### src/rtl/hbridge_fault_ctrl.sv
module hbridge_fault_ctrl #(
  parameter int DEGLITCH_CYC = 32,
  parameter int RETRY_CYC    = 3000,
  localparam int DW = $clog2(DEGLITCH_CYC + 1),
  localparam int RW = $clog2(RETRY_CYC + 1)
) (
  input  logic       clk,
  input  logic       rst_n,
  input  logic       sleep_n,
  input  logic       retry_mode,
  input  logic       indep_mode,
  input  logic [1:0] drive_req,
  input  logic       uv_supply_a,
  input  logic       uv_pump_a,
  input  logic [1:0] oc_a,
  input  logic       ot_a,
  output logic [1:0] hb_en,
  output logic       fault_n,
  output logic       cp_en
);

  logic [4:0] meta_q, sync_q;
  logic       uv_s, cp_s, ot_s, hold_all;
  logic [1:0] oc_s, trip, hit, oc_off;
  logic [RW-1:0] retry_cnt;

  always_ff @(posedge clk or negedge rst_n) begin
    if (!rst_n) begin
      meta_q <= '0;
      sync_q <= '0;
    end else begin
      meta_q <= {ot_a, oc_a, uv_pump_a, uv_supply_a};
      sync_q <= meta_q;
    end
  end

  assign uv_s     = sync_q[0];
  assign cp_s     = sync_q[1];
  assign oc_s     = sync_q[3:2];
  assign ot_s     = sync_q[4];
  assign hold_all = uv_s | cp_s | ot_s;

  for (genvar i = 0; i < 2; i++) begin : g_deglitch
    logic [DW-1:0] cnt;
    always_ff @(posedge clk or negedge rst_n) begin
      if (!rst_n)
        cnt <= '0;
      else if (hold_all || !sleep_n || oc_off[i] || !oc_s[i])
        cnt <= '0;
      else if (cnt != DW'(DEGLITCH_CYC))
        cnt <= cnt + DW'(1);
    end
    assign trip[i] = oc_s[i] & ~oc_off[i] & ~hold_all & sleep_n &
                     (cnt == DW'(DEGLITCH_CYC));
  end

  assign hit = indep_mode ? trip : {2{|trip}};

  always_ff @(posedge clk or negedge rst_n) begin
    if (!rst_n)
      oc_off <= '0;
    else if (!sleep_n || (hold_all && retry_mode))
      oc_off <= '0;
    else if (|trip)
      oc_off <= oc_off | hit;
    else if (retry_mode && retry_cnt == RW'(1))
      oc_off <= '0;
  end

  always_ff @(posedge clk or negedge rst_n) begin
    if (!rst_n)
      retry_cnt <= '0;
    else if (!sleep_n || hold_all)
      retry_cnt <= '0;
    else if ((|trip) && retry_mode)
      retry_cnt <= RW'(RETRY_CYC);
    else if (retry_cnt != '0)
      retry_cnt <= retry_cnt - RW'(1);
  end

  assign hb_en   = {2{rst_n & sleep_n & ~hold_all}} & ~oc_off & drive_req;
  assign fault_n = ~(hold_all | (|oc_off));
  assign cp_en   = rst_n & sleep_n & ~uv_s;

endmodule


### config.mk
export PLATFORM = sky130hd
export DESIGN_NAME = hbridge_fault_ctrl
export DESIGN_NICKNAME = d
export VERILOG_FILES = /design/src/rtl/hbridge_fault_ctrl.sv
export SDC_FILE = /design/constraint.sdc
export NUM_CORES = 1
export LEC_CHECK = 0
export ABC_AREA = 1
export BUFFER_PORTS_ARGS = -buffer_cell sky130_fd_sc_hd__buf_2
export CORE_ASPECT_RATIO = 1.75
export CORE_MARGIN = 8
export CORE_UTILIZATION = 30
export CTS_BUF_LIST = sky130_fd_sc_hd__clkbuf_16
export CTS_CLUSTER_DIAMETER = 150
export DETAILED_ROUTE_END_ITERATION = 12
export PLACE_DENSITY = 0.52
export RECOVER_POWER = 100
export SLEW_MARGIN = 0
export SYNTH_ARGS = -nofsm -noshare
export SYNTH_HDL_FRONTEND = slang
export SYNTH_SLANG_ARGS = --single-unit
### constraint.sdc
create_clock -name clk -period 1.53 [get_ports clk]
set_clock_uncertainty 0.05 [all_clocks]
set_input_delay 0.153 -clock clk [delete_from_list [all_inputs] [get_ports clk]]
set_output_delay 0.153 -clock clk [all_outputs]
set_load 0.01 [all_outputs]
==> reports/qor.yml <==
outcome: "complete, but fails checks"
violations: "negative setup slack"
nNetsFinal: 294
numClockSinks: 36
crit_chain: "inv_2 -> ha_4 -> nand2_1 -> nand3b_1 -> nor2_2 -> nor2_2 -> buf_4 -> nand2_4 -> nand2_2 -> a21oi_2"
synth.net_count: 246
max_stage_delay_ns: 0.38
fin_crit_sh_pct: 100.8
cp.depth: 10
rows: 38
h-tree-depth: 2
grt_pass1_wl_microns: 7376
grt_setup_unrepaired: "yes"
synthTopCellsByArea: "dfrtp_1 (49%), nand2_1 (8.3%), inv_1 (7.1%)"
startpoint_type: "flip-flop"
dr.first_iter.drc_count: 61
min_period_ns: 1.542
syn2layout_area_growth_pct: 33.56
antenna_found_initial: 0
finalMaxSlewViolations: 0
dp_hpwl_microns: 3340
cp_max_fo: 2
drtAntennaViolNets: 0
yosys-top-cells-count: "nand2_1 (41), dfrtp_1 (36), inv_1 (35), nor2_1 (33), a21oi_1 (18)"
drive_gt1_share_pct: 28.99
synth_top_area_share_pct: 48.62
port_buffers: 15
dr.pass1.iters: 4
cts.path.max_buffers: 2
r2r-start: "g_deglitch[1].cnt[0]$_DFFE_PN0P_"
die_w_microns: 75.41
crit_family: "simple AND/OR/NAND/NOR gates"
netlist-cell-type-count: 23
critical_path_arrival_ns: 1.70
setup_viol_count_final: 1
insertion_delay_ns: 0.27
clock-root-buffer: "clkbuf_16"
die_area_sq_um: 9047
antenna_cells: 0
relSlewSlack_pct: 52.69
ys_seq_elements: 36
slowest_stage: "dfrtp_1"
routabilityCongestion: 0.9389
grtUsageTotal_pct: 10.65
hp-class: "input pin to flip-flop"
p_leak_nw: 1.176
clkTransAtPathRegs_ns: 0.05
synth_fa_ha_area_share_pct: 4.727
synth_top_family_by_area: "simple AND/OR/NAND/NOR gates"
synth_mux_area_share_pct: 0
grt_pass1_vias: 1691
viasPerCell: 4.604
start_util_pct: 30.45
setup_ws_ns: -0.01175
cts_inserted_buffers: 5
endpoint_kind: "flip-flop"
reg2reg_to: "oc_off[1]$_DFFE_PN0P_"
cts_tree: "yes"
io_pins: 16
power_mw: 2.027
preCtsSetupSlack_ns: -0.09187
max_freq_mhz: 648.6
r2r_slack_ns: -0.01
async_flop_share_pct: 100.0
fp.dieH_microns: 120.0
synth-xor-area-share_pct: 2.363
maxCapViolations: 0
wl_microns: 4405
peakVddDrop_uv: 626.4
power.density_nw_per_um2: 818.9
synth-compound-area-share_pct: 8.440
reg2reg_depth: 10
yosys.area.top_type: "dfrtp_1"
worstSetupPathType: "flip-flop to flip-flop"
wl_per_cell_microns: 12.37
ys.flop_type: "dfrtp_1"
yosysWarnings: 0
vias: 1639
stdcell_count: 356
yosys.area_share.simple_pct: 28.29
syn_inst: 227
drc_errors: 0
synth.most_common_cell: "nand2_1"
grt_max_degree: 29
holdWs_ns: 0.1190
hp-start: "indep_mode"
crit_buf_inv: 2
synth_edf_count: 0
core_sq_um: 6086
crit_top_cell: "nor2_2"
required_ns: 1.68
finalHoldViolations: 0
syn_area_sq_um: 1853
worstMarginPinSlew_ns: 0.7096
dp.cells: 337
synth-seq-area-share_pct: 48.62
overflow: 0
min_path_cells: 4
avgSynthCellArea_sq_um: 8.163
whs_endpoint: "oc_off[0]$_DFFE_PN0P_"
report_power, final:
group,total [mW],switching (mW),internal (mW)
Combinational,0.110,0.0668,0.0433
Clock,0.937,0.353,0.585
Sequential,0.979,0.00894,0.971
Total,2.03,0.428,1.60
routing by layer:
| metal | routed length (microns) | global-route usage [%] | vias up |
|---|---|---|---|
| met1 | 1610 | 9.677 | 788 |
| li1 | - | - | 819 |
| met2 | 2537 | 20.21 | 21 |
| met4 | 140 | 5.690 | 0 |
| met5 | 0 | 0 | - |
| met3 | 116 | 2.423 | 11 |
metrics by stage:
step | utilization (%) | setup TNS, ns | area, sq um
global route | 40.67 | -0.8033 | 2475
global placement | 35.18 | -0.1047 | 2141
floorplan | - | 0 | 1853
finish | 40.67 | -0.01175 | 2475
detailed placement | 35.18 | -0.1697 | 2141
CTS | 38.69 | 0 | 2355
kinds of logic after synthesis:
logic type / count (synthesis)
fa+ha+maj: 7
compound gates: 30
flops: 36
buf+inv: 37
simple gates: 112
xor+xnor: 5
placed cells by master, fill, tap and decap left out, types with 5 or more instances in the layout:
master         Yosys  final
a21oi_1           18     14
buf_2              0     14
buf_4              0     19
clkbuf_16          0      5
dfrtp_1           36     36
dlygate4sd3_1      0      6
inv_1             35     32
inv_2              1      6
nand2_1           41     37
nand3_1           16     15
nor2_1            33     25
nor2_2             3     11
o21ai_0            8      7
xor2_1             5      5
sequential cells by signal (all words and copies together), names as in the netlist:
name,flops
sync_q,5
g_deglitch.cnt,12
retry_cnt,12
meta_q,5
oc_off,2
tightest hold or removal path: cells and delay by family:
kind | cells | cell delay (ns)
AO/OA/AOI/OAI | 1 | 0.04
buffers and inverters | 1 | 0.09
AND/OR/NAND/NOR | 2 | 0.12
final cells by class:
class / count / area, sq um
clock buffers: 5 / 125.1
inverters: 37 / 140.1
well taps: 80 / 100.1
clock inverters: 3 / 11.26
flip-flops and latches: 36 / 900.9
fillers: 637 / 3611
multi-input cells: 154 / 912.1
repair buffers: 41 / 285.3
how the worst max path moves through the flow:
| stage | endpoint | from |
|---|---|---|
| floorplan | retry_cnt[10]$_DFFE_PN0P_ | g_deglitch[0].cnt[0]$_DFFE_PN0P_ |
| global placement | retry_cnt[6]$_DFFE_PN0P_ | retry_cnt[0]$_DFFE_PN0P_ |
| detailed placement | retry_cnt[6]$_DFFE_PN0P_ | retry_cnt[0]$_DFFE_PN0P_ |
| CTS | hb_en[1] | sync_q[0]$_DFF_PN0_ |
| global route | oc_off[1]$_DFFE_PN0P_ | g_deglitch[1].cnt[0]$_DFFE_PN0P_ |
| finish | oc_off[1]$_DFFE_PN0P_ | g_deglitch[1].cnt[0]$_DFFE_PN0P_ |
timing repair:
item                       in CTS  in global routing
hold endpoints to repair       13                  0
resized for setup               6                 27
pin swaps                       2                 17
hold buffers                    6                  0
setup buffers                   0                  5
setup endpoints to repair       7                 20
Note: power is estimated with default switching activity, not from simulation.
